**config.mk**
```make
export PLATFORM = sky130hd
export DESIGN_NAME = nvcmd_ctrl
export DESIGN_NICKNAME = d
export VERILOG_FILES = /design/src/rtl/nvcmd_pkg.sv /design/src/rtl/nvcmd_seq_det.sv /design/src/rtl/nvcmd_op_timer.sv /design/src/rtl/nvcmd_ctrl.sv
export SDC_FILE = /design/constraint.sdc
export NUM_CORES = 1
export LEC_CHECK = 0
export BUFFER_PORTS_ARGS = -buffer_cell sky130_fd_sc_hd__buf_4
export CORE_MARGIN = 4
export CORE_UTILIZATION = 56
export CTS_CLUSTER_DIAMETER = 120
export DETAILED_ROUTE_END_ITERATION = 7
export PLACE_DENSITY_LB_ADDON = 0.2
export SLEW_MARGIN = 10
export SYNTH_ARGS = -nofsm -noshare
export SYNTH_HDL_FRONTEND = slang
export SYNTH_SLANG_ARGS = --single-unit
export TNS_END_PERCENT = 100
```
**constraint.sdc**
```tcl
create_clock -name clk -period 3.4 [get_ports clk]
set_input_delay 0 -clock clk [delete_from_list [all_inputs] [get_ports clk]]
set_output_delay 0 -clock clk [all_outputs]
set_load 0.02 [all_outputs]
```
**src/rtl/nvcmd_pkg.sv**
```systemverilog
package nvcmd_pkg;

    localparam int SEQ_LEN = 6;
    localparam int PFX_LEN = SEQ_LEN - 1;

    typedef enum logic [2:0] {
        CMD_NONE,
        CMD_STORE,
        CMD_RECALL,
        CMD_AS_ON,
        CMD_AS_OFF
    } nv_cmd_e;

endpackage

```
**src/rtl/nvcmd_seq_det.sv**
```systemverilog
module nvcmd_seq_det
    import nvcmd_pkg::*;
#(
    parameter int                ADDR_W     = 18,
    parameter int                MATCH_W    = 13,
    parameter logic [MATCH_W-1:0] KEY0       = 13'h1A5C,
    parameter logic [MATCH_W-1:0] KEY1       = 13'h05A3,
    parameter logic [MATCH_W-1:0] KEY2       = 13'h0F0F,
    parameter logic [MATCH_W-1:0] KEY3       = 13'h10F0,
    parameter logic [MATCH_W-1:0] KEY4       = 13'h0333,
    parameter logic [MATCH_W-1:0] KEY_STORE  = 13'h1CCC,
    parameter logic [MATCH_W-1:0] KEY_RECALL = 13'h0E71,
    parameter logic [MATCH_W-1:0] KEY_AS_ON  = 13'h1B2D,
    parameter logic [MATCH_W-1:0] KEY_AS_OFF = 13'h04D2
) (
    input  logic              clk,
    input  logic              rst_n,
    input  logic              cyc_vld,
    input  logic              cyc_wr,
    input  logic [ADDR_W-1:0] cyc_addr,
    input  logic              hold,
    output logic              cmd_vld,
    output nv_cmd_e           cmd
);

    localparam int IDX_W   = $clog2(SEQ_LEN);
    localparam int HIT_LEN = 2 ** IDX_W;
    localparam logic [MATCH_W-1:0] PFX [PFX_LEN] = '{KEY0, KEY1, KEY2, KEY3, KEY4};

    typedef struct packed {
        logic [IDX_W-1:0] idx;
        logic             vld;
        nv_cmd_e          cmd;
    } det_t;

    det_t s_d, s_q;

    logic [MATCH_W-1:0] key;
    logic [HIT_LEN-1:0] hit;
    nv_cmd_e            tail;

    assign key = cyc_addr[MATCH_W-1:0];

    // one comparator per prefix slot; unused slots never match
    for (genvar i = 0; i < HIT_LEN; i++) begin : g_hit
        if (i < PFX_LEN) begin : g_cmp
            assign hit[i] = (key == PFX[i]);
        end else begin : g_pad
            assign hit[i] = 1'b0;
        end
    end

    always_comb begin
        if (key == KEY_STORE)       tail = CMD_STORE;
        else if (key == KEY_RECALL) tail = CMD_RECALL;
        else if (key == KEY_AS_ON)  tail = CMD_AS_ON;
        else if (key == KEY_AS_OFF) tail = CMD_AS_OFF;
        else                        tail = CMD_NONE;
    end

    always_comb begin
        s_d     = s_q;
        s_d.vld = 1'b0;
        s_d.cmd = CMD_NONE;
        if (hold) begin
            s_d.idx = '0;
        end else if (cyc_vld) begin
            if (cyc_wr) begin
                s_d.idx = '0;
            end else if (s_q.idx == IDX_W'(PFX_LEN)) begin
                if (tail != CMD_NONE) begin
                    s_d.vld = 1'b1;
                    s_d.cmd = tail;
                    s_d.idx = '0;
                end else begin
                    s_d.idx = hit[0] ? IDX_W'(1) : '0;
                end
            end else if (hit[s_q.idx]) begin
                s_d.idx = s_q.idx + IDX_W'(1);
            end else begin
                // a broken train may be the start of a fresh one
                s_d.idx = hit[0] ? IDX_W'(1) : '0;
            end
        end
    end

    always_ff @(posedge clk or negedge rst_n) begin
        if (!rst_n) begin
            s_q <= '{idx: '0, vld: 1'b0, cmd: CMD_NONE};
        end else begin
            s_q <= s_d;
        end
    end

    assign cmd_vld = s_q.vld;
    assign cmd     = s_q.cmd;

endmodule

```
**src/rtl/nvcmd_op_timer.sv**
```systemverilog
module nvcmd_op_timer #(
    parameter int STORE_CYC  = 40,
    parameter int RECALL_CYC = 24
) (
    input  logic clk,
    input  logic rst_n,
    input  logic go_store,
    input  logic go_recall,
    output logic busy,
    output logic done
);

    localparam int MAX_CYC = (STORE_CYC > RECALL_CYC) ? STORE_CYC : RECALL_CYC;
    localparam int CNT_W   = (MAX_CYC > 1) ? $clog2(MAX_CYC) : 1;

    typedef struct packed {
        logic [CNT_W-1:0] cnt;
        logic             busy;
        logic             done;
    } tmr_t;

    tmr_t t_d, t_q;

    always_comb begin
        t_d      = t_q;
        t_d.done = 1'b0;
        if (t_q.busy) begin
            if (t_q.cnt == '0) begin
                t_d.busy = 1'b0;
                t_d.done = 1'b1;
            end else begin
                t_d.cnt = t_q.cnt - CNT_W'(1);
            end
        end else if (go_store) begin
            t_d.busy = 1'b1;
            t_d.cnt  = CNT_W'(STORE_CYC - 1);
        end else if (go_recall) begin
            t_d.busy = 1'b1;
            t_d.cnt  = CNT_W'(RECALL_CYC - 1);
        end
    end

    always_ff @(posedge clk or negedge rst_n) begin
        if (!rst_n) begin
            t_q <= '0;
        end else begin
            t_q <= t_d;
        end
    end

    assign busy = t_q.busy;
    assign done = t_q.done;

endmodule

```
**src/rtl/nvcmd_ctrl.sv**
```systemverilog
module nvcmd_ctrl
    import nvcmd_pkg::*;
#(
    parameter int                ADDR_W     = 18,
    parameter int                MATCH_W    = 13,
    parameter int                STORE_CYC  = 40,
    parameter int                RECALL_CYC = 24,
    parameter logic [MATCH_W-1:0] KEY0       = 13'h1A5C,
    parameter logic [MATCH_W-1:0] KEY1       = 13'h05A3,
    parameter logic [MATCH_W-1:0] KEY2       = 13'h0F0F,
    parameter logic [MATCH_W-1:0] KEY3       = 13'h10F0,
    parameter logic [MATCH_W-1:0] KEY4       = 13'h0333,
    parameter logic [MATCH_W-1:0] KEY_STORE  = 13'h1CCC,
    parameter logic [MATCH_W-1:0] KEY_RECALL = 13'h0E71,
    parameter logic [MATCH_W-1:0] KEY_AS_ON  = 13'h1B2D,
    parameter logic [MATCH_W-1:0] KEY_AS_OFF = 13'h04D2
) (
    input  logic              clk,
    input  logic              rst_n,
    input  logic              bus_vld,
    input  logic              bus_wr,
    input  logic [ADDR_W-1:0] bus_addr,
    input  logic              hw_store_req,
    input  logic              low_volt,
    output logic              rd_ok,
    output logic              wr_ok,
    output logic              store_go,
    output logic              recall_go,
    output logic              nv_busy,
    output logic              op_done,
    output logic              autostore_on
);

    typedef struct packed {
        logic as_en;
        logic as_pend;
        logic hw_q;
        logic lv_q;
        logic store_go;
        logic recall_go;
    } ctl_t;

    ctl_t    c_d, c_q;
    logic    cmd_vld;
    nv_cmd_e cmd;
    logic    busy;
    logic    done;
    logic    start_store, start_recall;
    logic    hw_rise, lv_rise, as_req;

    nvcmd_seq_det #(
        .ADDR_W    (ADDR_W),
        .MATCH_W   (MATCH_W),
        .KEY0      (KEY0),
        .KEY1      (KEY1),
        .KEY2      (KEY2),
        .KEY3      (KEY3),
        .KEY4      (KEY4),
        .KEY_STORE (KEY_STORE),
        .KEY_RECALL(KEY_RECALL),
        .KEY_AS_ON (KEY_AS_ON),
        .KEY_AS_OFF(KEY_AS_OFF)
    ) u_det (
        .clk     (clk),
        .rst_n   (rst_n),
        .cyc_vld (bus_vld),
        .cyc_wr  (bus_wr),
        .cyc_addr(bus_addr),
        .hold    (busy),
        .cmd_vld (cmd_vld),
        .cmd     (cmd)
    );

    nvcmd_op_timer #(
        .STORE_CYC (STORE_CYC),
        .RECALL_CYC(RECALL_CYC)
    ) u_tmr (
        .clk      (clk),
        .rst_n    (rst_n),
        .go_store (start_store),
        .go_recall(start_recall),
        .busy     (busy),
        .done     (done)
    );

    assign hw_rise = hw_store_req & ~c_q.hw_q;
    assign lv_rise = low_volt & ~c_q.lv_q;
    assign as_req  = c_q.as_pend | (lv_rise & c_q.as_en);

    always_comb begin
        c_d           = c_q;
        c_d.hw_q      = hw_store_req;
        c_d.lv_q      = low_volt;
        start_store   = 1'b0;
        start_recall  = 1'b0;

        if (cmd_vld && cmd == CMD_AS_ON)  c_d.as_en = 1'b1;
        if (cmd_vld && cmd == CMD_AS_OFF) c_d.as_en = 1'b0;

        // priority: automatic store, software command, hardware request
        if (!busy) begin
            if (as_req) begin
                start_store = 1'b1;
                c_d.as_pend = 1'b0;
            end else if (cmd_vld && cmd == CMD_STORE && !low_volt) begin
                start_store = 1'b1;
            end else if (cmd_vld && cmd == CMD_RECALL) begin
                start_recall = 1'b1;
            end else if (hw_rise && !low_volt) begin
                start_store = 1'b1;
            end
        end else if (as_req) begin
            c_d.as_pend = 1'b1;
        end

        if (!low_volt) c_d.as_pend = 1'b0;

        c_d.store_go  = start_store;
        c_d.recall_go = start_recall;
    end

    always_ff @(posedge clk or negedge rst_n) begin
        if (!rst_n) begin
            c_q <= '{as_en: 1'b1, as_pend: 1'b0, hw_q: 1'b0, lv_q: 1'b0,
                     store_go: 1'b0, recall_go: 1'b0};
        end else begin
            c_q <= c_d;
        end
    end

    assign rd_ok        = bus_vld & ~bus_wr & ~busy;
    assign wr_ok        = bus_vld & bus_wr & ~busy & ~low_volt;
    assign store_go     = c_q.store_go;
    assign recall_go    = c_q.recall_go;
    assign nv_busy      = busy;
    assign op_done      = done;
    assign autostore_on = c_q.as_en;

endmodule

```
Word-level counts from Yosys, hierarchy flattened. Index checks and enable logic that the tools add are counted.

Memories: 0. Output and inout port bits: 7. Input bits: 24. Bits in latches: 0. Bits in writable memories: 0. Logic and storage cells: 96. Register bits after elaboration: 21. ROM bits: 0.

Multiply operators: 0. Mux-type cells: 38. Reduce and logical (&&, ||, !) cells: 13. Add/subtract/negate cells: 2. Magnitude comparators: 1. Shift operators: 0. Equality and inequality tests: 16. Div/mod/pow operators: 0. Bitwise logic cells: 14.

Operators by type and width (number): == test 13 bit (second input constant) (4); two-way mux 7 bit (4); two-way mux 3 bit (9); == test 13 x 11 -> 1 bit (second input constant) (2); == test 13 x 12 -> 1 bit (second input constant) (2); two-way mux 1 bit (18); two-way mux 4 bit (4); == test 13 x 10 -> 1 bit (second input constant) (1); AND 1 bit (8); == test 3 x 2 -> 1 bit (second input constant) (2); == test 3 bit (second input constant) (2); logical AND 1 bit (6); zero test 6 bit (1); two-way mux 6 bit (1); nonzero test 3 bit (2); subtractor 6 x 1 -> 6 bit (second input constant) (1); NOT 1 bit (5); < comparator 3 x 4 -> 1 bit (second input constant) (1); nonzero test 2 bit (2); adder 3 x 1 -> 3 bit (second input constant) (1); binary-select mux 1 bit (select 3 bit) (1); == test 3 x 1 -> 1 bit (second input constant) (1); two-way mux 2 bit (1); inequality test 2 x 1 -> 1 bit (second input constant) (1); other kinds (4) (4).

Logic depth before layout (Yosys ltp). Gate-level depths: netlist of the first run.

Depth in word-level cells: 11. Mapped depth: 7. Mapped depth without buffers: 7.

By module. A second synthesis of the first run with hierarchy kept.

Cells, all modules: 143. Area, all modules: 1362.6 µm².

By module, submodules not included: nvcmd_seq_det (area an instance 631.9 µm², cells an instance 72, seq. area each 175.2 µm², times used 1); nvcmd_op_timer (area an instance 460.4 µm², cells an instance 47, seq. area each 200.2 µm², times used 1); nvcmd_ctrl (area an instance 270.3 µm², cells an instance 24, seq. area each 151.4 µm², times used 1).

Worst setup path before layout of the first run. No wires, ideal clock.

Path kind: register to register. From: register c_q (netlist bit autostore_on). To: register u_tmr.t_q[7] (netlist name). Path buffers: 0. Clock period less this slack: 1.757 ns. Setup slack: 1.643 ns. Data arrival time: 1.631 ns. Required time: 3.274 ns. Cell stages (with the launch flop): 7. Setup time: 0.126 ns. Path through: dfstp_2 > and2_4 > a221oi_4 > a31o_4 > a21oi_2 > mux2_2 > a221o_1.

Longest elaborated chain between the ends: 6. Elaborated cells between the ends (all ways): 10. Those cells by class: mux: 6; bitwise: 2; reduce/logical: 2.

Ends and longest elaborated chain: start: declaration (RTL line nvcmd_ctrl.sv:43) `ctl_t c_d, c_q;`; start signal: assignment (RTL line nvcmd_ctrl.sv:124) `c_q <= '{as_en: 1'b1, as_pend: 1'b0, hw_q: 1'b0, lv_q: 1'b0,`; AND 1 bit * (RTL line nvcmd_ctrl.sv:88) `assign as_req = c_q.as_pend | (lv_rise & c_q.as_en);`; OR 1 bit * (RTL line nvcmd_ctrl.sv:88); two-way mux 1 bit (RTL line nvcmd_ctrl.sv:102) `if (as_req) begin`; two-way mux 1 bit (RTL line nvcmd_ctrl.sv:101) `if (!busy) begin`; nonzero test 3 bit (no line) or two-way mux 7 bit (tied branches); AND reduction 2 bit (no line) or two-way mux 7 bit (tied branches); end signal: assignment (RTL line nvcmd_op_timer.sv:47) `t_q <= t_d;`; end: declaration (RTL line nvcmd_op_timer.sv:22) `tmr_t t_d, t_q;`.

Mark *: on every way between the ends. The rest lies on a longest branch, timed or not. A chain may end at the register's enable or synchronous reset.

Worst setup path after layout of the first run.
From: register u_det.s_q[4] (netlist name). To: register u_det.s_q[4] (netlist name).

Longest elaborated chain between the ends: 7. Elaborated cells between the ends (all ways): 9. Those cells by class: add/sub: 1; eq/ne: 1; mux: 7.

Ends and longest elaborated chain: start: declaration (RTL line nvcmd_seq_det.sv:36) `det_t s_d, s_q;`; start signal: assignment (RTL line nvcmd_seq_det.sv:89) `s_q <= '{idx: '0, vld: 1'b0, cmd: CMD_NONE};`; binary-select mux 1 bit (select 3 bit) (RTL line nvcmd_seq_det.sv:78) `end else if (hit[s_q.idx]) begin`; two-way mux 1 bit (implied by the code) (RTL line nvcmd_seq_det.sv:78); two-way mux 3 bit (RTL line nvcmd_seq_det.sv:78); two-way mux 3 bit * (RTL line nvcmd_seq_det.sv:70) `end else if (s_q.idx == IDX_W'(PFX_LEN)) begin`; two-way mux 3 bit * (RTL line nvcmd_seq_det.sv:68) `if (cyc_wr) begin`; two-way mux 7 bit * (RTL line nvcmd_seq_det.sv:67) `end else if (cyc_vld) begin`; two-way mux 3 bit * (RTL line nvcmd_seq_det.sv:65) `if (hold) begin`.

Mark *: on every way between the ends. The rest lies on a longest branch, timed or not. The select of a mux whose other input is x is not followed.

==> impl_metrics.prom, run 1 <==
# TYPE chip_impl_metric gauge
chip_impl_metric{name="finalWeightedCongestion",unit=""} 0.898
chip_impl_metric{name="min_period",unit="ps"} 1920
chip_impl_metric{name="netlist.area_leader.share",unit="%"} 38.6
chip_impl_info{name="run_status",value="finished clean"} 1
chip_impl_metric{name="final_design_area_no_fill",unit="um2"} 1570
chip_impl_info{name="worstSetupPathType",value="reg -> reg"} 1
chip_impl_info{name="clock_tree.root_cell",value="sky130_fd_sc_hd__clkbuf_4"} 1
chip_impl_metric{name="core_box_area",unit="um2"} 2210
chip_impl_metric{name="ys.warnings.count",unit=""} 0
chip_impl_info{name="start_kind",value="flop"} 1
chip_impl_metric{name="route.detailed.vias_per_inst",unit=""} 6.02
chip_impl_metric{name="post_cts.resized_instances",unit=""} 0
chip_impl_metric{name="grt_max_degree",unit=""} 22
chip_impl_metric{name="post_cts_buffers",unit=""} 0
chip_impl_metric{name="synth_edf_count",unit=""} 0
chip_impl_metric{name="report.final.hold_viol_count",unit=""} 0
chip_impl_metric{name="wl",unit="um"} 2860
chip_impl_info{name="synth_area_leaders",value="sky130_fd_sc_hd__dfrtp_1 (39%), sky130_fd_sc_hd__ha_1 (3.9%), sky130_fd_sc_hd__nand4_1 (3.9%), sky130_fd_sc_hd__nand2_1 (3.8%), sky130_fd_sc_hd__a21oi_1 (2.7%)"} 1
chip_impl_metric{name="yosysUniqueCellTypes",unit=""} 48
chip_impl_metric{name="syn-mean-instance-area",unit="um2"} 9.81
chip_impl_metric{name="relSlewSlack",unit="%"} 72.4
chip_impl_metric{name="drive_above_1_share",unit="%"} 24.7
chip_impl_metric{name="insertion_delay",unit="ps"} 290
chip_impl_info{name="synthMostInstantiatedCell",value="sky130_fd_sc_hd__dfrtp_1"} 1
chip_impl_metric{name="irDropWorstVdd",unit="uV"} 447
chip_impl_metric{name="cts.htree.levels",unit=""} 1
chip_impl_metric{name="count_of_unresolved_drc_violations_after_routing",unit=""} 0
chip_impl_metric{name="grt_remaining_overflow",unit=""} 0
chip_impl_metric{name="synth.yosys.seq_area_share",unit="%"} 40.7
chip_impl_metric{name="nFillCells",unit=""} 174
chip_impl_metric{name="mappedNetlistNets",unit=""} 160
chip_impl_metric{name="tightestPinTransition",unit="ps"} 414
chip_impl_metric{name="insertedDiodeCount",unit=""} 0
chip_impl_metric{name="antenna_violations_before_repair",unit=""} 0
chip_impl_metric{name="io-pin-count",unit=""} 31
chip_impl_metric{name="fin_cells",unit=""} 190
chip_impl_metric{name="lkg_pwr",unit="nW"} 0.691
chip_impl_info{name="worstHoldPathType",value="in -> reg"} 1
chip_impl_metric{name="routed-via-count",unit=""} 1143
chip_impl_metric{name="grt_util_all_layers",unit="%"} 18.8
chip_impl_metric{name="first_pass_grt_wire_length",unit="um"} 4700
chip_impl_info{name="critical_path.cell_chain",value="and4bb_1 -> nand4_1 -> a211oi_1 -> o32ai_2 -> nor4b_2 -> a211o_1"} 1
chip_impl_metric{name="cts-buffers-inserted",unit=""} 3
chip_impl_metric{name="fmax",unit="MHz"} 522
chip_impl_info{name="clock_tree_from_tritoncts",value="built"} 1
chip_impl_metric{name="detailedPlacementHpwl",unit="um"} 2270
chip_impl_metric{name="final_max_slew_viol_count",unit=""} 0
chip_impl_metric{name="final.period_utilization",unit="%"} 56.4
chip_impl_metric{name="utilization",unit="%"} 70.8
chip_impl_info{name="timing.critical_path.slowest_stage_cell",value="sky130_fd_sc_hd__dfrtp_1"} 1
chip_impl_metric{name="clock_sinks",unit=""} 21
chip_impl_metric{name="setup-violations-final",unit=""} 0
chip_impl_metric{name="arrival",unit="ps"} 2100
chip_impl_info{name="rsz_0062_raised_after_global_routing",value="false"} 1
chip_impl_metric{name="drtIter0Drc",unit=""} 31
chip_impl_metric{name="grt_pass1_vias",unit=""} 1015
chip_impl_info{name="synth_common_cells",value="sky130_fd_sc_hd__dfrtp_1 (20), sky130_fd_sc_hd__nand2_1 (13), sky130_fd_sc_hd__inv_1 (9), sky130_fd_sc_hd__nor2_1 (9), sky130_fd_sc_hd__nand4_1 (8)"} 1
chip_impl_metric{name="finalNetCount",unit=""} 191
chip_impl_metric{name="drtAntennaViolNets",unit=""} 0
chip_impl_metric{name="die_area",unit="um2"} 3150
chip_impl_metric{name="worstPathMaxFanout",unit=""} 8
chip_impl_metric{name="worst_hold_slack",unit="ps"} 24.3
chip_impl_metric{name="detail_route.first_pass.iterations",unit=""} 4
chip_impl_metric{name="syn_inst",unit=""} 132
chip_impl_metric{name="synth-async-reset-ratio",unit="%"} 100
chip_impl_metric{name="post_cts_hold_buffer_count",unit=""} 3
chip_impl_metric{name="placementRows",unit=""} 17
chip_impl_metric{name="cts.path.max_buffers",unit=""} 2
chip_impl_metric{name="max_cap_viol_count",unit=""} 0
chip_impl_metric{name="sum_of_negative_setup_slack",unit="ps"} 0
chip_impl_metric{name="clk_pin_slew",unit="ps"} 110
chip_impl_metric{name="critical_path_required",unit="ps"} 3590
chip_impl_metric{name="area_growth_syn_to_layout",unit="%"} 21.0
chip_impl_info{name="end_kind",value="flop"} 1
chip_impl_metric{name="timing.clock.skew",unit="ps"} 2.40
chip_impl_info{name="synth_top_flop_cell",value="sky130_fd_sc_hd__dfrtp_1"} 1
chip_impl_metric{name="place.port_buffers",unit=""} 25
chip_impl_metric{name="power_density",unit="nW/um2"} 467
chip_impl_info{name="cell_type_with_the_largest_total_area_after_synthesis",value="sky130_fd_sc_hd__dfrtp_1"} 1
chip_impl_metric{name="avgRoutedWirePerCell",unit="um"} 15.1
chip_impl_metric{name="dpl.cell_count",unit=""} 183
chip_impl_metric{name="ys_ff_latch",unit=""} 21
chip_impl_metric{name="dpl_cell_area",unit="um2"} 1510
chip_impl_metric{name="post_synth_instance_area",unit="um2"} 1290
chip_impl_metric{name="initial_utilization",unit="%"} 58.5
chip_impl_metric{name="die_width",unit="um"} 56.1
chip_impl_metric{name="die-height",unit="um"} 56.1
chip_impl_metric{name="critPathMaxStageDelay",unit="ps"} 500
-- metrics by stage --
stage	setup WS, ps	power (mW)
after floorplan	1640	0.531
final	1480	0.732
after global routing	1350	0.781
after CTS	1480	0.737
after global placement	1530	0.603
after detailed placement	1500	0.621
-- area by class of cell --
class / instances / area, um2 / share of cell area [%]
Multi-Input combinational cell: 100 / 727 / 46.4
Sequential cell: 21 / 527 / 33.6
Timing Repair Buffer: 28 / 218 / 13.9
Tap cell: 28 / 35.0 / 2.24
Inverter: 9 / 33.8 / 2.16
Clock buffer: 4 / 26.3 / 1.68
-- per-layer routing --
metal	wire length (um)	share of wire [%]	GRT usage (%)
met1	1190	42	23.4
met2	1450	50	32.9
met3	197	6.9	3.48
met4	30	1.0	5.08
met5	0	0	0
-- flip-flops by register name, summed over array words and instances, names as in the netlist --
signal / cells
recall_go: 1
u_tmr.busy: 1
store_go: 1
c_q: 3
u_tmr.t_q: 6
u_det.cmd_vld: 1
u_det.s_q: 3
autostore_on: 1
u_det.cmd: 3
u_tmr.done: 1
-- worst max-delay path: cells and delay by family (launching register included) --
| family | cells | cell delay (ps) |
|---|---|---|
| compound gates | 3 | 660 |
| simple gates | 3 | 660 |
| flops | 1 | 500 |
-- layout by cell type (no fill, tap or decap), types with 2 or more instances in the layout --
cell,n
sky130_fd_sc_hd__nand4_1,8
sky130_fd_sc_hd__buf_4,25
sky130_fd_sc_hd__o21ai_0,2
sky130_fd_sc_hd__o31ai_1,2
sky130_fd_sc_hd__and4b_1,2
sky130_fd_sc_hd__and3b_1,2
sky130_fd_sc_hd__nor2_1,9
sky130_fd_sc_hd__and4bb_1,2
sky130_fd_sc_hd__ha_1,4
sky130_fd_sc_hd__nor3b_1,2
sky130_fd_sc_hd__and2_1,2
sky130_fd_sc_hd__nor2b_1,5
sky130_fd_sc_hd__a221o_1,2
sky130_fd_sc_hd__a21oi_1,7
sky130_fd_sc_hd__nor3_1,4
sky130_fd_sc_hd__clkbuf_4,3
sky130_fd_sc_hd__nand3_1,5
sky130_fd_sc_hd__inv_1,9
sky130_fd_sc_hd__dlygate4sd3_1,3
sky130_fd_sc_hd__xor2_1,2
sky130_fd_sc_hd__dfrtp_1,20
sky130_fd_sc_hd__nand2_1,13
-- path summary, 6_finish.rpt --
kind                               from            to  slack, ps  depth (start not counted)
max                        u_det.s_q[4]  u_det.s_q[4]       1480                          6
min in group asynchronous         rst_n        c_q[2]        120                          2
min reg2reg                autostore_on  autostore_on        550                          2
min                         bus_addr[4]  u_det.cmd[2]         20                          3
max in group asynchronous         rst_n  autostore_on       3020                          2
max reg2reg                u_det.s_q[4]  u_det.s_q[4]       1480                          6
-- report_power, final --
group | switching [mW] | internal, mW | total, mW | leakage [nW]
combinational | 0.145 | 0.125 | 0.270 | 0.405
sequential | 0.0557 | 0.294 | 0.350 | 0.271
clock | 0.0666 | 0.0456 | 0.112 | 0.0150
-- cell families after synthesis --
family                   count (synthesis)  synth area share, %
AND/OR/NAND/NOR                         67                 32.5
AO/OA/AOI/OAI                           25                 16.9
flip-flops                              21                 40.7
buffers and inverters                   11                 3.19
adder cells (fa/ha/maj)                  4                 3.86
XOR/XNOR                                 3                 2.03
multiplexers                             1                0.870
(Power assumes the default switching activity.)
==> inputs of run 2 (changes only) <==
CORE_UTILIZATION = 52   (was 56)
clock period = 1.87 ns   (was 3.4 ns; I/O delays follow)
==> impl_metrics.prom, run 2 (synthesis gave the netlist of run 1 again) <==
# TYPE chip_impl_metric gauge
chip_impl_metric{name="report.final.hold_viol_count",unit=""} 0
chip_impl_info{name="layout.cells.most_common",value="sky130_fd_sc_hd__buf_4"} 1
chip_impl_metric{name="die_width",unit="um"} 57.9
chip_impl_metric{name="ff_latch_area",unit="um2"} 528
chip_impl_metric{name="routed-via-count",unit=""} 1155
chip_impl_metric{name="antenna_violations_before_repair",unit=""} 0
chip_impl_metric{name="initial_utilization",unit="%"} 56.4
chip_impl_metric{name="power_report.internal_total",unit="uW"} 868
chip_impl_metric{name="grt_max_degree",unit=""} 22
chip_impl_metric{name="clk_pin_slew",unit="ps"} 120
chip_impl_metric{name="relSlewSlack",unit="%"} 73.0
chip_impl_info{name="start_kind",value="flop"} 1
chip_impl_metric{name="nFillCells",unit=""} 181
chip_impl_metric{name="grt_util_all_layers",unit="%"} 17.2
chip_impl_metric{name="drive_above_1_share",unit="%"} 29.3
chip_impl_metric{name="p_sw",unit="uW"} 495
chip_impl_info{name="clock_tree_from_tritoncts",value="built"} 1
chip_impl_metric{name="fin_cells",unit=""} 195
chip_impl_info{name="layout_common_cells",value="sky130_fd_sc_hd__buf_4 (30), sky130_fd_sc_hd__dfrtp_1 (19), sky130_fd_sc_hd__nand2_1 (13), sky130_fd_sc_hd__inv_1 (9), sky130_fd_sc_hd__nor2_1 (9)"} 1
chip_impl_metric{name="final.period_utilization",unit="%"} 96.8
chip_impl_metric{name="die_area",unit="um2"} 3350
chip_impl_metric{name="setup-violations-final",unit=""} 0
chip_impl_info{name="run_status",value="finished clean"} 1
chip_impl_info{name="largest_register",value="u_tmr.t_q"} 1
chip_impl_metric{name="power.combinational.fraction",unit="%"} 38.7
chip_impl_metric{name="core_box_area",unit="um2"} 2300
chip_impl_metric{name="route.detailed.vias_per_inst",unit=""} 5.92
chip_impl_metric{name="grt_pass1_vias",unit=""} 1066
chip_impl_metric{name="grt_remaining_overflow",unit=""} 0
chip_impl_metric{name="avgRoutedWirePerCell",unit="um"} 14.4
chip_impl_info{name="worstSetupPathType",value="reg -> reg"} 1
chip_impl_metric{name="worstPathMaxFanout",unit=""} 7
chip_impl_metric{name="area_growth_syn_to_layout",unit="%"} 24.6
chip_impl_metric{name="power_density",unit="nW/um2"} 845
chip_impl_metric{name="tightestPinTransition",unit="ps"} 405
chip_impl_metric{name="placementRows",unit=""} 17
chip_impl_metric{name="dpl_worst_slack",unit="ps"} -40.2
chip_impl_metric{name="flop_pwr_share",unit="%"} 46.5
chip_impl_metric{name="cts-buffers-inserted",unit=""} 3
chip_impl_metric{name="lkg_pwr",unit="nW"} 0.720
chip_impl_metric{name="count_of_unresolved_drc_violations_after_routing",unit=""} 0
chip_impl_metric{name="wl",unit="um"} 2810
chip_impl_metric{name="clock_power_share",unit="%"} 14.8
chip_impl_metric{name="critical_path_required",unit="ps"} 2060
chip_impl_metric{name="setup_slack",unit="ps"} 59.2
chip_impl_info{name="worstHoldPathType",value="in -> reg"} 1
chip_impl_metric{name="finalWeightedCongestion",unit=""} 0.865
chip_impl_metric{name="drtIter0Drc",unit=""} 51
chip_impl_metric{name="insertedDiodeCount",unit=""} 0
chip_impl_metric{name="fmax",unit="MHz"} 552
chip_impl_metric{name="final_max_slew_viol_count",unit=""} 0
chip_impl_info{name="end_kind",value="flop"} 1
chip_impl_info{name="rsz_0062_raised_after_global_routing",value="true"} 1
chip_impl_metric{name="clock_sinks",unit=""} 21
chip_impl_metric{name="multi_input_area",unit="um2"} 734
chip_impl_metric{name="irDropWorstVdd",unit="uV"} 814
chip_impl_metric{name="first_pass_grt_wire_length",unit="um"} 4530
chip_impl_metric{name="cts.htree.levels",unit=""} 1
chip_impl_metric{name="max_cap_viol_count",unit=""} 0
chip_impl_metric{name="dpl.cell_count",unit=""} 185
chip_impl_metric{name="timing.clock.skew",unit="ps"} 17.8
chip_impl_metric{name="io-pin-count",unit=""} 31
chip_impl_metric{name="place.port_buffers",unit=""} 25
chip_impl_info{name="clock_tree.root_cell",value="sky130_fd_sc_hd__clkbuf_4"} 1
chip_impl_metric{name="min_period",unit="ps"} 1810
chip_impl_metric{name="cts.path.max_buffers",unit=""} 2
chip_impl_metric{name="switching_share",unit="%"} 36.3
chip_impl_metric{name="drtAntennaViolNets",unit=""} 0
chip_impl_metric{name="die-height",unit="um"} 57.9
chip_impl_metric{name="detail_route.first_pass.iterations",unit=""} 4
chip_impl_metric{name="arrival",unit="ps"} 2000
chip_impl_metric{name="insertion_delay",unit="ps"} 290
chip_impl_metric{name="largest_register_ffs",unit=""} 6
chip_impl_metric{name="finalNetCount",unit=""} 196
chip_impl_metric{name="detailedPlacementHpwl",unit="um"} 2160
[run 2: timing repair]
| item | CTS | global route |
|---|---|---|
| setup endpoints to repair | 1 | 3 |
| setup buffers | 0 | 3 |
| hold endpoints to repair | 24 | 0 |
| hold buffers | 3 | 0 |
| pin swaps | 0 | 4 |
| gates resized for setup | 2 | 1 |
[run 2: critical path, cell delays in order, from the launching register on]
cell,delay (ps)
sky130_fd_sc_hd__dfrtp_2,470
sky130_fd_sc_hd__and4bb_1,220
sky130_fd_sc_hd__a41oi_1,200
sky130_fd_sc_hd__a21oi_1,80
sky130_fd_sc_hd__o32ai_2,390
sky130_fd_sc_hd__nor3_1,80
sky130_fd_sc_hd__a211o_1,270
[run 2: final cells by class]
cell class,instances,area share (%)
multi-input cells,100,45.5
flip-flops and latches,21,32.7
repair buffers,33,15.8
well taps,28,2.17
inverters,9,2.09
clock buffers,3,1.40
clock inverters,1,0.310
[run 2: path summary, 6_finish.rpt]
kind / startpoint / endpoint / slack, ps / cells after the start
max in group asynchronous: rst_n / autostore_on / 1490 / 2
max: u_det.s_q[4] / u_det.s_q[4] / 60 / 6
max reg2reg: u_det.s_q[4] / u_det.s_q[4] / 60 / 6
min: bus_addr[4] / u_det.cmd[2] / 20 / 3
min reg2reg: autostore_on / autostore_on / 520 / 2
min in group asynchronous: rst_n / recall_go / 100 / 2
[run 2: metrics by stage]
step                utilization, %  setup TNS, ps  cell area, um2  hold WS (ps)  total power, mW
floorplan                        -              0            1290          -296            0.965
global placement              66.4              0            1530          -111             1.10
detailed placement            66.4          -40.2            1530          -110             1.12
CTS                           69.2              0            1590          14.8             1.33
global route                  70.3          -16.5            1610          10.8             1.47
finish                        70.3              0            1610          23.0             1.36
[run 2: per-layer routing]
| layer | vias up | wire length (um) | track usage [%] |
|---|---|---|---|
| li1 | 566 | - | - |
| met1 | 553 | 1230 | 20.8 |
| met2 | 34 | 1380 | 30.2 |
| met3 | 2 | 173 | 3.12 |
| met4 | 0 | 20 | 6.29 |
| met5 | - | 0 | 0 |
[run 2: power groups by stage]
stage | clock network (mW) | registers, mW | logic [mW]
final | 0.201 | 0.635 | 0.527
after global routing | 0.236 | 0.648 | 0.583
after floorplan | 0 | 0.617 | 0.348
after global placement | 0 | 0.635 | 0.462
after detailed placement | 0 | 0.642 | 0.481
after CTS | 0.208 | 0.632 | 0.490
==> inputs of run 3 (changes only) <==
CORE_UTILIZATION = 55   (was 52)
CTS_BUF_LIST = sky130_fd_sc_hd__clkbuf_8   (was unset)
REMOVE_ABC_BUFFERS = 1   (was unset)
==> impl_metrics.prom, run 3 (synthesis gave the netlist of run 1 again) <==
# TYPE chip_impl_metric gauge
chip_impl_metric{name="max_cap_viol_count",unit=""} 0
chip_impl_metric{name="met3_wirelength_from_detailed_routing",unit="um"} 155
chip_impl_metric{name="io-pin-count",unit=""} 31
chip_impl_metric{name="insertedDiodeCount",unit=""} 0
chip_impl_metric{name="drtAntennaViolNets",unit=""} 0
chip_impl_metric{name="clk_pin_slew",unit="ps"} 80
chip_impl_metric{name="place.port_buffers",unit=""} 25
chip_impl_info{name="top_layer",value="met4"} 1
chip_impl_metric{name="die_area",unit="um2"} 3200
chip_impl_metric{name="lkg_pwr",unit="nW"} 0.718
chip_impl_metric{name="final.period_utilization",unit="%"} 97.6
chip_impl_metric{name="cts.htree.levels",unit=""} 1
chip_impl_info{name="rsz_0062_raised_after_global_routing",value="true"} 1
chip_impl_info{name="timing.critical_path.slowest_stage_cell",value="sky130_fd_sc_hd__dlygate4sd3_1"} 1
chip_impl_metric{name="area_growth_syn_to_layout",unit="%"} 24.9
chip_impl_metric{name="grt_max_degree",unit=""} 22
chip_impl_metric{name="dpl_cell_area",unit="um2"} 1530
chip_impl_metric{name="antenna_violations_before_repair",unit=""} 0
chip_impl_metric{name="cts.path.max_buffers",unit=""} 2
chip_impl_metric{name="grt_util_all_layers",unit="%"} 18.8
chip_impl_info{name="start_kind",value="primary input"} 1
chip_impl_info{name="run_status",value="finished clean"} 1
chip_impl_metric{name="met1Wirelength",unit="um"} 1180
chip_impl_metric{name="first_pass_grt_wire_length",unit="um"} 4840
chip_impl_metric{name="setup_slack",unit="ps"} 45.1
chip_impl_metric{name="route.detailed.vias_per_inst",unit=""} 5.93
chip_impl_metric{name="report.final.hold_viol_count",unit=""} 0
chip_impl_info{name="end_kind",value="flop"} 1
chip_impl_metric{name="critPathMaxStageDelay",unit="ps"} 530
chip_impl_metric{name="detailedPlacementHpwl",unit="um"} 2240
chip_impl_metric{name="placementRows",unit=""} 17
chip_impl_metric{name="insertion_delay",unit="ps"} 260
chip_impl_metric{name="die_width",unit="um"} 56.5
chip_impl_metric{name="final_design_area_no_fill",unit="um2"} 1620
chip_impl_metric{name="nFillCells",unit=""} 168
chip_impl_metric{name="drtIter0Drc",unit=""} 31
chip_impl_metric{name="fmax",unit="MHz"} 548
chip_impl_metric{name="irDropWorstVdd",unit="uV"} 681
chip_impl_metric{name="avgRoutedWirePerCell",unit="um"} 14.4
chip_impl_metric{name="finalWeightedCongestion",unit=""} 0.878
chip_impl_metric{name="detail_route.first_pass.iterations",unit=""} 4
chip_impl_info{name="critical_path.cell_chain",value="dlygate4sd3_1 -> buf_4 -> and2_4 -> a221oi_4 -> a31o_4 -> a21oi_2 -> mux2_2 -> a221o_1"} 1
chip_impl_metric{name="routed-via-count",unit=""} 1145
chip_impl_metric{name="die-height",unit="um"} 56.5
chip_impl_metric{name="largest_register_ffs",unit=""} 6
chip_impl_metric{name="dpl_worst_slack",unit="ps"} 19.9
chip_impl_metric{name="wl",unit="um"} 2780
chip_impl_info{name="worstHoldPathType",value="in -> reg"} 1
chip_impl_info{name="largest_register",value="u_tmr.t_q"} 1
chip_impl_metric{name="worstPathMaxFanout",unit=""} 6
chip_impl_metric{name="finalNetCount",unit=""} 194
chip_impl_metric{name="drive_above_1_share",unit="%"} 28.5
chip_impl_metric{name="core_box_area",unit="um2"} 2230
chip_impl_info{name="layout.cells.most_common",value="sky130_fd_sc_hd__buf_4"} 1
chip_impl_metric{name="min_period",unit="ps"} 1820
chip_impl_metric{name="grt_remaining_overflow",unit=""} 0
chip_impl_metric{name="worst_hold_slack",unit="ps"} 56.4
chip_impl_metric{name="clock_sinks",unit=""} 21
chip_impl_metric{name="route.met2.wl",unit="um"} 1420
chip_impl_metric{name="critical_path_required",unit="ps"} 2020
chip_impl_info{name="layout_common_cells",value="sky130_fd_sc_hd__buf_4 (28), sky130_fd_sc_hd__dfrtp_1 (19), sky130_fd_sc_hd__nand2_1 (13), sky130_fd_sc_hd__inv_1 (9), sky130_fd_sc_hd__nor2_1 (9)"} 1
chip_impl_metric{name="tightestPinTransition",unit="ps"} 385
chip_impl_metric{name="post_cts_buffers",unit=""} 0
chip_impl_metric{name="final_max_slew_viol_count",unit=""} 0
chip_impl_metric{name="arrival",unit="ps"} 1980
chip_impl_metric{name="initial_utilization",unit="%"} 58.0
chip_impl_metric{name="setup-violations-final",unit=""} 0
chip_impl_metric{name="relSlewSlack",unit="%"} 74.3
chip_impl_metric{name="count_of_unresolved_drc_violations_after_routing",unit=""} 0
chip_impl_info{name="clock_tree.root_cell",value="sky130_fd_sc_hd__clkbuf_8"} 1
chip_impl_metric{name="power_density",unit="nW/um2"} 882
chip_impl_info{name="clock_tree_from_tritoncts",value="built"} 1
chip_impl_metric{name="timing.clock.skew",unit="ps"} 11.7
chip_impl_metric{name="grt_pass1_vias",unit=""} 1105
chip_impl_info{name="worstSetupPathType",value="in -> reg"} 1
chip_impl_metric{name="cts-buffers-inserted",unit=""} 3
==> run 3: cell count changes in the layout (fill, tap and decap cells not counted) <==
cell	previous run	this run
sky130_fd_sc_hd__clkbuf_4	3	0
sky130_fd_sc_hd__buf_4	30	28
sky130_fd_sc_hd__clkbuf_8	0	3
==> run 3: worst paths after layout <==
path | from | cells after the start | to | slack [ps]
max | low_volt | 8 | u_tmr.t_q[7] | 50
min | bus_addr[4] | 3 | u_det.cmd[2] | 60
max reg2reg | u_det.cmd[0] | 6 | u_tmr.t_q[7] | 50
min reg2reg | autostore_on | 2 | autostore_on | 500
max in group asynchronous | rst_n | 2 | autostore_on | 1450
min in group asynchronous | rst_n | 2 | u_det.s_q[5] | 150
==> run 3: what timing repair did <==
| action | in CTS | in global routing |
|---|---|---|
| hold endpoints to repair | 23 | 0 |
| resized for setup | 0 | 3 |
| endpoints found under the setup margin | 0 | 4 |
| hold buffers | 3 | 0 |
==> run 3: metrics by stage <==
stage | utilization [%] | total power, mW | setup TNS [ps] | std cells
finish | 72.4 | 1.43 | 0 | 193
detailed placement | 68.6 | 1.13 | 0 | 186
global route | 72.4 | 1.52 | -49.9 | 193
global placement | 68.6 | 1.10 | 0 | 186
CTS | 72.0 | 1.42 | 0 | 193
floorplan | - | 0.959 | 0 | 130
==> run 3: layer usage <==
layer | track usage (%) | vias up
li1 | - | 563
met1 | 22.9 | 545
met2 | 33.0 | 32
met3 | 3.68 | 5
met4 | 6.10 | 0
met5 | 0 | -
==> run 3: layout make-up <==
type,count,area (um2),area share [%]
Timing Repair Buffer,31,240,14.8
Multi-Input combinational cell,100,734,45.4
Tap cell,28,35.0,2.17
Inverter,9,33.8,2.09
Clock inverter,1,5.00,0.309
Clock buffer,3,41.3,2.55
Sequential cell,21,528,32.6
==> run 3: critical path, delay by kind of cell <==
kind | cells | cell delay (ps)
buffers and inverters | 2 | 690
AO/OA/AOI/OAI | 4 | 890
multiplexers | 1 | 250
AND/OR/NAND/NOR | 1 | 140
==> run 3: where the power goes <==
| group | switching (mW) | internal (mW) |
|---|---|---|
| registers | 0.0970 | 0.535 |
| clock network | 0.142 | 0.148 |
| logic | 0.267 | 0.237 |
| total | 0.506 | 0.920 |
